[src/rtl/mcr_pkg.sv]
package mcr_pkg;
  localparam int unsigned LINKS = 6;

  typedef enum logic [1:0] {
    SEL_KEY  = 2'd0,
    SEL_MASK = 2'd1,
    SEL_VEC  = 2'd2,
    SEL_KILL = 2'd3
  } tbl_sel_e;

  // link straight across the hexagon
  function automatic int unsigned link_opp(input int unsigned i);
    return (i + 3) % LINKS;
  endfunction

  // neighbouring link that closes the triangle around link i
  function automatic int unsigned link_alt(input int unsigned i);
    return (i + 1) % LINKS;
  endfunction
endpackage

[src/rtl/mcr_table.sv]
module mcr_table
  import mcr_pkg::*;
#(
  parameter int unsigned N_ENTRIES = 16,
  parameter int unsigned KEY_W     = 32,
  parameter int unsigned VEC_W     = 10,
  parameter int unsigned AW        = (N_ENTRIES > 1) ? $clog2(N_ENTRIES) : 1
) (
  input  logic             clk,
  input  logic             rst_n,
  input  logic             we,
  input  logic [AW-1:0]    addr,
  input  logic [1:0]       sel,
  input  logic [KEY_W-1:0] wdata,
  input  logic [KEY_W-1:0] lk_key,
  output logic             hit,
  output logic [VEC_W-1:0] vec
);
  logic [KEY_W-1:0] key_q  [N_ENTRIES];
  logic [KEY_W-1:0] mask_q [N_ENTRIES];
  logic [VEC_W-1:0] vec_q  [N_ENTRIES];
  logic [N_ENTRIES-1:0] vld_q;
  logic [N_ENTRIES-1:0] match;
  logic [AW-1:0] win;
  logic addr_ok;

  assign addr_ok = (int'(addr) < N_ENTRIES);

  always_ff @(posedge clk) begin
    if (!rst_n) begin
      for (int e = 0; e < N_ENTRIES; e++) begin
        key_q[e]  <= '0;
        mask_q[e] <= '0;
        vec_q[e]  <= '0;
      end
      vld_q <= '0;
    end else if (we && addr_ok) begin
      unique case (tbl_sel_e'(sel))
        SEL_KEY:  key_q[addr]  <= wdata;
        SEL_MASK: mask_q[addr] <= wdata;
        SEL_VEC: begin
          vec_q[addr] <= wdata[VEC_W-1:0];
          vld_q[addr] <= 1'b1;
        end
        SEL_KILL: vld_q[addr] <= 1'b0;
        default: ;
      endcase
    end
  end

  // every entry compares at once
  for (genvar e = 0; e < N_ENTRIES; e++) begin : g_cmp
    assign match[e] = vld_q[e] && ((lk_key & mask_q[e]) == key_q[e]);
  end

  // lowest index wins
  always_comb begin
    hit = 1'b0;
    win = '0;
    for (int e = N_ENTRIES - 1; e >= 0; e--) begin
      if (match[e]) begin
        hit = 1'b1;
        win = AW'(e);
      end
    end
  end

  assign vec = vec_q[win];

  assert_vec_sets_valid_R11: assert property (@(posedge clk) disable iff (!rst_n)
    (we && addr_ok && sel == 2'd2) |=> vld_q[$past(addr)]);

  assert_kill_clears_R11: assert property (@(posedge clk) disable iff (!rst_n)
    (we && addr_ok && sel == 2'd3) |=> !vld_q[$past(addr)]);
endmodule

[src/rtl/mcr_route.sv]
module mcr_route
  import mcr_pkg::*;
#(
  parameter int unsigned N_LOCAL = 4,
  parameter int unsigned NPORT   = LINKS + N_LOCAL,
  parameter int unsigned SRC_W   = $clog2(NPORT)
) (
  input  logic             hit,
  input  logic [NPORT-1:0] vec,
  input  logic [SRC_W-1:0] src,
  input  logic [NPORT-1:0] rdy,
  output logic [NPORT-1:0] send,
  output logic [NPORT-1:0] emerg,
  output logic             drop
);
  logic [NPORT-1:0] want;
  logic lost;
  logic local_miss;

  always_comb begin
    want = '0;
    if (hit) want = vec;
    else if (int'(src) < LINKS) want[link_opp(int'(src))] = 1'b1;
    local_miss = !hit && (int'(src) >= LINKS);
  end

  always_comb begin
    emerg = '0;
    lost  = 1'b0;
    for (int unsigned i = 0; i < LINKS; i++) begin
      if (want[i] && !rdy[i]) begin
        if (rdy[link_alt(i)]) emerg[link_alt(i)] = 1'b1;
        else                  lost = 1'b1;
      end
    end
    for (int unsigned j = LINKS; j < NPORT; j++) begin
      if (want[j] && !rdy[j]) lost = 1'b1;
    end
  end

  assign send = (want & rdy) | emerg;
  assign drop = lost | local_miss;
endmodule

[src/rtl/mc_router.sv]
module mc_router
  import mcr_pkg::*;
#(
  parameter int unsigned N_ENTRIES = 16,
  parameter int unsigned KEY_W     = 32,
  parameter int unsigned PAY_W     = 32,
  parameter int unsigned N_LOCAL   = 4,
  parameter int unsigned DROP_W    = 16,
  localparam int unsigned NPORT    = LINKS + N_LOCAL,
  localparam int unsigned SRC_W    = $clog2(NPORT),
  localparam int unsigned ADDR_W   = (N_ENTRIES > 1) ? $clog2(N_ENTRIES) : 1
) (
  input  logic              clk,
  input  logic              rst_n,
  input  logic              in_valid,
  output logic              in_ready,
  input  logic [KEY_W-1:0]  in_key,
  input  logic [PAY_W-1:0]  in_payload,
  input  logic [SRC_W-1:0]  in_src,
  output logic [NPORT-1:0]  out_valid,
  input  logic [NPORT-1:0]  out_ready,
  output logic [NPORT-1:0]  out_emerg,
  output logic [KEY_W-1:0]  out_key,
  output logic [PAY_W-1:0]  out_payload,
  output logic              emerg_irq,
  output logic [DROP_W-1:0] drop_cnt,
  input  logic              tbl_we,
  input  logic [ADDR_W-1:0] tbl_addr,
  input  logic [1:0]        tbl_sel,
  input  logic [KEY_W-1:0]  tbl_wdata
);
  logic             hit;
  logic [NPORT-1:0] vec;
  logic [NPORT-1:0] send;
  logic [NPORT-1:0] emerg;
  logic             drop;

  mcr_table #(
    .N_ENTRIES(N_ENTRIES), .KEY_W(KEY_W), .VEC_W(NPORT), .AW(ADDR_W)
  ) u_table (
    .clk(clk), .rst_n(rst_n), .we(tbl_we), .addr(tbl_addr), .sel(tbl_sel),
    .wdata(tbl_wdata), .lk_key(in_key), .hit(hit), .vec(vec)
  );

  mcr_route #(.N_LOCAL(N_LOCAL), .NPORT(NPORT), .SRC_W(SRC_W)) u_route (
    .hit(hit), .vec(vec), .src(in_src), .rdy(out_ready),
    .send(send), .emerg(emerg), .drop(drop)
  );

  always_ff @(posedge clk) begin
    if (!rst_n) begin
      in_ready    <= 1'b0;
      out_valid   <= '0;
      out_emerg   <= '0;
      emerg_irq   <= 1'b0;
      out_key     <= '0;
      out_payload <= '0;
      drop_cnt    <= '0;
    end else begin
      in_ready  <= 1'b1;
      out_valid <= in_valid ? send : '0;
      out_emerg <= in_valid ? emerg : '0;
      emerg_irq <= in_valid && (|emerg);
      if (in_valid) begin
        out_key     <= in_key;
        out_payload <= in_payload;
      end
      if (in_valid && drop && !(&drop_cnt)) drop_cnt <= drop_cnt + 1'b1;
    end
  end

  assert_no_backpressure_R10: assert property (@(posedge clk) disable iff (!rst_n)
    1'b1 |=> in_ready);

  assert_idle_silent_R4: assert property (@(posedge clk) disable iff (!rst_n)
    !in_valid |=> (out_valid == '0));

  assert_only_ready_ports_R4: assert property (@(posedge clk) disable iff (!rst_n)
    1'b1 |=> ((out_valid & ~$past(out_ready)) == '0));

  assert_emerg_is_copy_R7: assert property (@(posedge clk) disable iff (!rst_n)
    (out_emerg & ~out_valid) == '0);

  assert_irq_has_copy_R7: assert property (@(posedge clk) disable iff (!rst_n)
    emerg_irq |-> (out_emerg != '0));

  assert_drop_monotonic_R12: assert property (@(posedge clk) disable iff (!rst_n)
    1'b1 |=> (drop_cnt >= $past(drop_cnt)));
endmodule

[config.mk]
export PLATFORM = sky130hd
export DESIGN_NAME = mc_router
export DESIGN_NICKNAME = d
export VERILOG_FILES = /design/src/rtl/mcr_pkg.sv /design/src/rtl/mcr_table.sv /design/src/rtl/mcr_route.sv /design/src/rtl/mc_router.sv
export SDC_FILE = /design/constraint.sdc
export NUM_CORES = 2
export LEC_CHECK = 0
export BUFFER_PORTS_ARGS = -buffer_cell sky130_fd_sc_hd__buf_4
export CAP_MARGIN = 25
export CORE_ASPECT_RATIO = 1.2
export CORE_MARGIN = 3
export CORE_UTILIZATION = 50
export DETAILED_ROUTE_END_ITERATION = 10
export PLACE_DENSITY = 0.73
export SLEW_MARGIN = 20
export SYNTH_ARGS = -nofsm -noshare
export SYNTH_HDL_FRONTEND = slang
export SYNTH_SLANG_ARGS = --single-unit
[constraint.sdc]
create_clock -name clk -period 15.2 [get_ports clk]
set_input_delay 3.04 -clock clk [delete_from_list [all_inputs] [get_ports clk]]
set_output_delay 3.04 -clock clk [all_outputs]
set_load 0.01 [all_outputs]
# Word level (Yosys, flattened, before mapping)
# Memories as Yosys holds them, arrays and structs flattened.
# Cells that the tools add are included.
[classes]
add_sub_neg = 2
div = 1
magnitude_cmp = 6
n_eq_ne = 19
muxes = 90
n_bitwise = 22
reduce_logical = 53
[op_table]
columns = ["cell", "n"]
rows = [
  ["bitwise AND 32 bit", 16],
  ["equality test 32 bit", 16],
  ["2-to-1 mux 4 bit", 19],
  ["2-to-1 mux 32 bit", 2],
  ["OR reduction 32 bit", 2],
  ["2-to-1 mux 1 bit", 63],
  [">= comparator 32 x 1 -> 1 bit, second input constant", 1],
  ["logical AND 1 bit", 32],
  ["< comparator 32 x 5 -> 1 bit, second input constant", 1],
  ["modulo 32 x 3 -> 32 bit, second input constant", 1],
  ["case mux 16 bit (2 select lines)", 1],
  ["2-to-1 mux 10 bit", 3],
  ["adder 16 x 1 -> 16 bit, second input constant", 1],
  ["bitwise AND 16 bit", 1],
  ["inverter 16 bit", 1],
  ["bitwise OR 16 bit", 1],
  ["AND reduction 16 bit", 1],
  ["logical NOT 1 bit", 12],
  ["bitwise AND 10 bit", 1],
  ["bitwise OR 10 x 6 -> 10 bit", 1],
  ["OR reduction 10 bit", 1],
  ["demux 1 bit (select 4 bit)", 2],
  ["OR reduction 6 bit", 1],
  ["adder 4 x 2 -> 5 bit, second input constant", 1],
  ["10 further kinds", 12],
]
[totals]
reg_bits = 118
mem_bits_rw = 1184
inputBits = 120
output_inout_bits = 102
word_cells = 205
mem_count = 3
[memory_table]
columns = ["memory", "words", "width", "rd", "rd_ports_with_merged_regs", "write_ports", "line_no", "rtl"]
rows = [
  ["u_table.key_q", 16, 32, 16, 0, 16, "mcr_table.sv:19", "logic [KEY_W-1:0] key_q [N_ENTRIES];"],
  ["u_table.mask_q", 16, 32, 16, 0, 16, "mcr_table.sv:20", "logic [KEY_W-1:0] mask_q [N_ENTRIES];"],
  ["u_table.vec_q", 16, 10, 1, 0, 16, "mcr_table.sv:21", "logic [VEC_W-1:0] vec_q [N_ENTRIES];"],
]

# Depth between registers and ports, before layout
# An unclocked memory read counts as a cell.
[logic_depth]
word_depth = 41
depth_mapped = 25
mapped_depth_nobuf = 22

# By module
# From an unflattened synthesis, not the netlist that was laid out.
[unflattened]
hier_cells = 4953
hier_area_um2 = 60232.8
[by_module_without_submodules]
columns = ["mod", "n_inst", "cells_each", "area_each_um2", "seq_area_each_um2"]
rows = [
  ["mcr_table", 1, 4444, 55529.5, 35874.4],
  ["mc_router", 1, 356, 3648.5, 2042.0],
  ["mcr_route", 1, 153, 1054.8, 0.0],
]

# Least setup slack after synthesis
# Ideal clock, no wire load.
[synth_path]
path_type = "in2reg"
from = "in in_key[4]"
to = "reg drop_cnt[15]"
setup_time_ps = 116
arrival_ps = 7276
slack_ps = 7807
stages = 21
path_buffers = 4
path_cell_list = "buf_6 and3b_1 or4_1 or4_1 nor4_2 nand3_1 and4_4 o21ai_4 buf_6 mux2i_1 mux2i_1 a32o_1 a211oi_1 o21ai_1 a211oi_1 o21ai_1 a2111oi_4 buf_6 buf_6 nor2_1 o211a_1"
[synth_via]
elab_chain_len = 40
word_cells_on_any_way = 112
[synth_rtl]
columns = ["item", "line_no", "rtl"]
rows = [
  ["from (decl)", "mc_router.sv:17", "input logic [KEY_W-1:0] in_key,"],
  ["bitwise AND 32 bit", "mcr_table.sv:53", "assign match[e] = vld_q[e] && ((lk_key & mask_q[e]) == key_q[e]);"],
  ["equality test 32 bit", "mcr_table.sv:53", ""],
  ["logical AND 1 bit", "mcr_table.sv:53", ""],
  ["2-to-1 mux 4 bit (16 in a row)", "mcr_table.sv:61", "if (match[e]) begin"],
  ["memory read (16 x 10 bit)", "n/a", ""],
  ["2-to-1 mux 10 bit", "mcr_route.sv:22", "if (hit) want = vec;"],
  ["logical AND 1 bit", "mcr_route.sv:31", "if (want[i] && !rdy[i]) begin"],
  ["2-to-1 mux 1 bit", "mcr_route.sv:31", ""],
  ["[5 not listed]", "n/a", ""],
  ["2-to-1 mux 1 bit", "mcr_route.sv:31", ""],
  ["2-to-1 mux 1 bit", "mcr_route.sv:32", "if (rdy[link_alt(i)]) emerg[link_alt(i)] = 1'b1;"],
  ["2-to-1 mux 1 bit", "mcr_route.sv:31", ""],
  ["2-to-1 mux 1 bit", "mcr_route.sv:32", ""],
  ["2-to-1 mux 1 bit", "mcr_route.sv:31", ""],
  ["2-to-1 mux 1 bit (4 in a row)", "mcr_route.sv:37", "if (want[j] && !rdy[j]) lost = 1'b1;"],
  ["bitwise OR 1 bit *", "mcr_route.sv:42", "assign drop = lost | local_miss;"],
  ["logical AND 1 bit * (2 in a row)", "mc_router.sv:68", "if (in_valid && drop && !(&drop_cnt)) drop_cnt <= drop_cnt + 1'b1;"],
  ["to (signal assigned)", "mc_router.sv:68", ""],
  ["to (decl)", "mc_router.sv:26", "output logic [DROP_W-1:0] drop_cnt,"],
]
# Mark *: on every way between the ends. The rest lies on a longest branch, timed or not.
# A chain may end at the register's enable or synchronous reset.

# Worst setup path in the final report
[layout_path]
from = "in in_key[28]"
to = "reg drop_cnt[15]"
# The elaborated chain is that of the path after synthesis.

==> out/results.ini <==
[layout]
final_nets = 5459
fin_area_sq_um = 70400
fin_cells = 7095
area_delta_synth_final_pct = 12.6
seqCellArea_sq_um = 37800
layout-drive-gt1-share_pct = 11.0
nFillCells = 9938
multi_input_area_sq_um = 23300

[placed_design]
port_buffers = 217
place_inst = 6833
post_dp_cell_area_sq_um = 65700
gp_congestion = 0.952
dpl.hpwl_mm = 117

[logic_synthesis]
avgSynthCellArea_sq_um = 11.9
yosysWarnings = 0
synth_area_leaders = edfxtp_1 57%, and2_1 12%, xor2_1 4.0%
synth-seq-cells = 1298
ys_types = 94
synth_top_cells_by_count = 1204 x and2_1, 1184 x edfxtp_1, 448 x nand2_1, 283 x xor2_1, 268 x clkbuf_1
synth_seq_area_share_pct = 60.6
syn_inst = 5234
yosys.area.top_type = edfxtp_1
netlist_area_sq_um = 62500
synth-async-reset-ratio_pct = 0
yosysMostFrequentCell = and2_1
synth-edff-count = 1184
synthFlopType = edfxtp_1
synth_top_area_share_pct = 56.9

[sta]
period_needed_ns = 8.65
finClkSkew_ns = 0.0231
finalMaxSlewViolations = 0
final-hold-violation-count = 0
fin_crit_sh_pct = 56.9
fmax_ghz = 0.116
setup_tns_ns = 0
worst_pin_slew_ns = 1.05
rsz0062_at_grt = no
max_slew_margin_pct = 30.2
setup_violations = 0

[power_and_ir_drop]
power_density_nw_per_um2 = 116
seqPwrFrac_pct = 50.8
p_leak_nw = 26.4
p_comb_share_pct = 7.9
clkPwrFrac_pct = 41.3
power_switching_mw = 1.95
p_sw_share_pct = 23.9
p_int_mw = 6.22
peakVddDrop_uv = 100

[drt]
wire_per_inst_um = 27.7
drtAntennaViolNets = 0
drc = 0
drt_iter0_drc = 6316
dr.pass1.iters = 6
via_per_inst = 6.09
detail_route.wirelength_mm = 197
num_vias = 43217

[setup_path]
cp.required_ns = 15.86
cp-end-kind = register
cpMaxStageDelayCell = buf_4
worst-path-max-fanout = 60
critPathKind = input port to register
critical_path.max_stage_delay_ns = 0.79
arrival_ns = 9.31
worstSetupStartpointType = input port
r2r_start = u_table.key_q[8][28]
crit_chain = buf_4 > a21boi_0 > a211oi_1 > nand3_1 > nor4_1 > a32oi_1 > o311a_1 > o21ai_4 > buf_4 > mux2i_1 > mux2i_1 > a32o_1 > a211oi_1 > o21ai_1 > a211oi_1 > o21ai_1 > a2111oi_4 > buf_4 > nor2_1 > o211a_1
cp-startpoint = in_key[28]

[die]
io_pins = 222
core_sq_um = 123000
initial_core_util_pct = 50.6
fp-row-count = 141
die_area_sq_um = 129000
die_y_um = 393
die_w_um = 329

[clocking]
clk_latency_ns = 0.79
numCtsBuffers = 135
cts.root.buffer_cell = clkbuf_16
clock-sinks = 1298
cts_tree = built
post_cts_resized = 0
htree_levels = 4
cts_buffer_depth = 3
clkTransAtPathRegs_ns = 0.06
cts_setup_buffers = 0
holdBufCountCts = 0

[global_route]
track_usage_pct = 30.1
grt_pass1_vias = 41501
grt_overflow_total = 0
grt_max_degree = 101
grt_first_pass_wirelength_mm = 280
antenna_found_initial = 25

[worst_hold_path]
min-delay-path-class = register to register
hp-start = drop_cnt[10]

[flow_run]
cap_violations = 0

[run_status]
outcome = completed

-- per-stage QoR --
step	power, mW	hold WS [ns]	setup slack (ns)	utilization, %
5_1_grt	8.38	0.514	6.31	57.0
4_1_cts	8.18	0.486	6.61	56.8
3_3_place_gp	4.83	0.469	5.58	53.0
2_1_floorplan	4.56	0.454	7.81	-
6_report	8.17	0.490	6.55	57.0
3_5_place_dp	4.85	0.480	5.81	53.2
-- registers in the layout, indices dropped and copies added, names as in the netlist, named ones only --
| register | cells |
|---|---|
| u_table.mask_q | 512 |
| emerg_irq | 1 |
| in_ready | 1 |
| out_emerg | 6 |
| u_table.key_q | 512 |
| u_table.vec_q | 160 |
| drop_cnt | 16 |
| out_payload | 32 |
| out_key | 32 |
| out_valid | 10 |
-- logic make-up (layout without fill, tap and decap cells) --
logic type      Yosys count  in the layout  share of synthesized area, %
xor+xnor                296            296                          4.15
mux                     169            169                          2.73
other cells               1             12                       0.00600
buf+inv                 377            583                          2.63
flops                  1298           1298                          60.6
fa+ha+maj                 7              7                         0.136
simple gates           2533           2533                          23.3
compound gates          553            553                          6.43
-- worst max-delay path, delay by kind of cell --
kind	cells	cell delay (ns)
AO/OA/AOI/OAI	12	3.31
buffers and inverters	3	1.57
multiplexers	2	0.41
AND/OR/NAND/NOR	3	0.90
-- layer usage --
layer  track usage, %  share of wire, %  up-vias
li1                 -                 -    18936
met1             37.8                36    21182
met2             48.7                47     2548
met3             6.20                11      545
met4             16.6               6.2        6
met5                0             0.021        -
-- placed cells by master, fill, tap and decap left out, drive strengths merged, types with 11 or more instances in the layout --
cell	n
a2111oi	15
a211oi	61
a21boi	108
a21o	43
a21oi	86
a22oi	13
and2	1205
and3	84
and3b	101
buf	312
bufinv	13
clkbuf	171
clkinv	52
dfxtp	114
edfxtp	1184
inv	29
mux2	12
mux2i	157
nand2	449
nand2b	20
nand3	119
nand3b	11
nand4	146
nand4b	11
nor2	125
nor2b	80
nor3	40
nor4	91
o2111ai	18
o211ai	15
o21ai	73
o22a	26
o31ai	12
or2	14
or4	18
xnor2	13
xor2	283
-- power groups by stage --
| stage | Sequential, mW | Combinational, mW | Clock (mW) |
|---|---|---|---|
| floorplan | 4.21 | 0.347 | 0 |
| global placement | 4.22 | 0.611 | 0 |
| detailed placement | 4.22 | 0.629 | 0 |
| CTS | 4.15 | 0.632 | 3.40 |
| global route | 4.16 | 0.679 | 3.54 |
| finish | 4.15 | 0.646 | 3.37 |
-- area by class of cell --
class,instances,share of cell area [%]
Clock buffer,171,5.28
Multi-Input combinational cell,3562,33.1
Clock inverter,76,1.07
Tap cell,1644,2.92
Timing Repair Buffer,313,3.75
Sequential cell,1298,53.8
Inverter,23,0.123
Antenna cell,8,0.0285
-- worst paths after layout --
check	to	slack (ns)	cells past startpoint
setup / recovery	drop_cnt[15]	6.55	20
hold / removal	drop_cnt[10]	0.49	2
setup reg to reg	drop_cnt[15]	8.98	19
hold reg to reg	drop_cnt[10]	0.49	2
(Power assumes the default switching activity.)
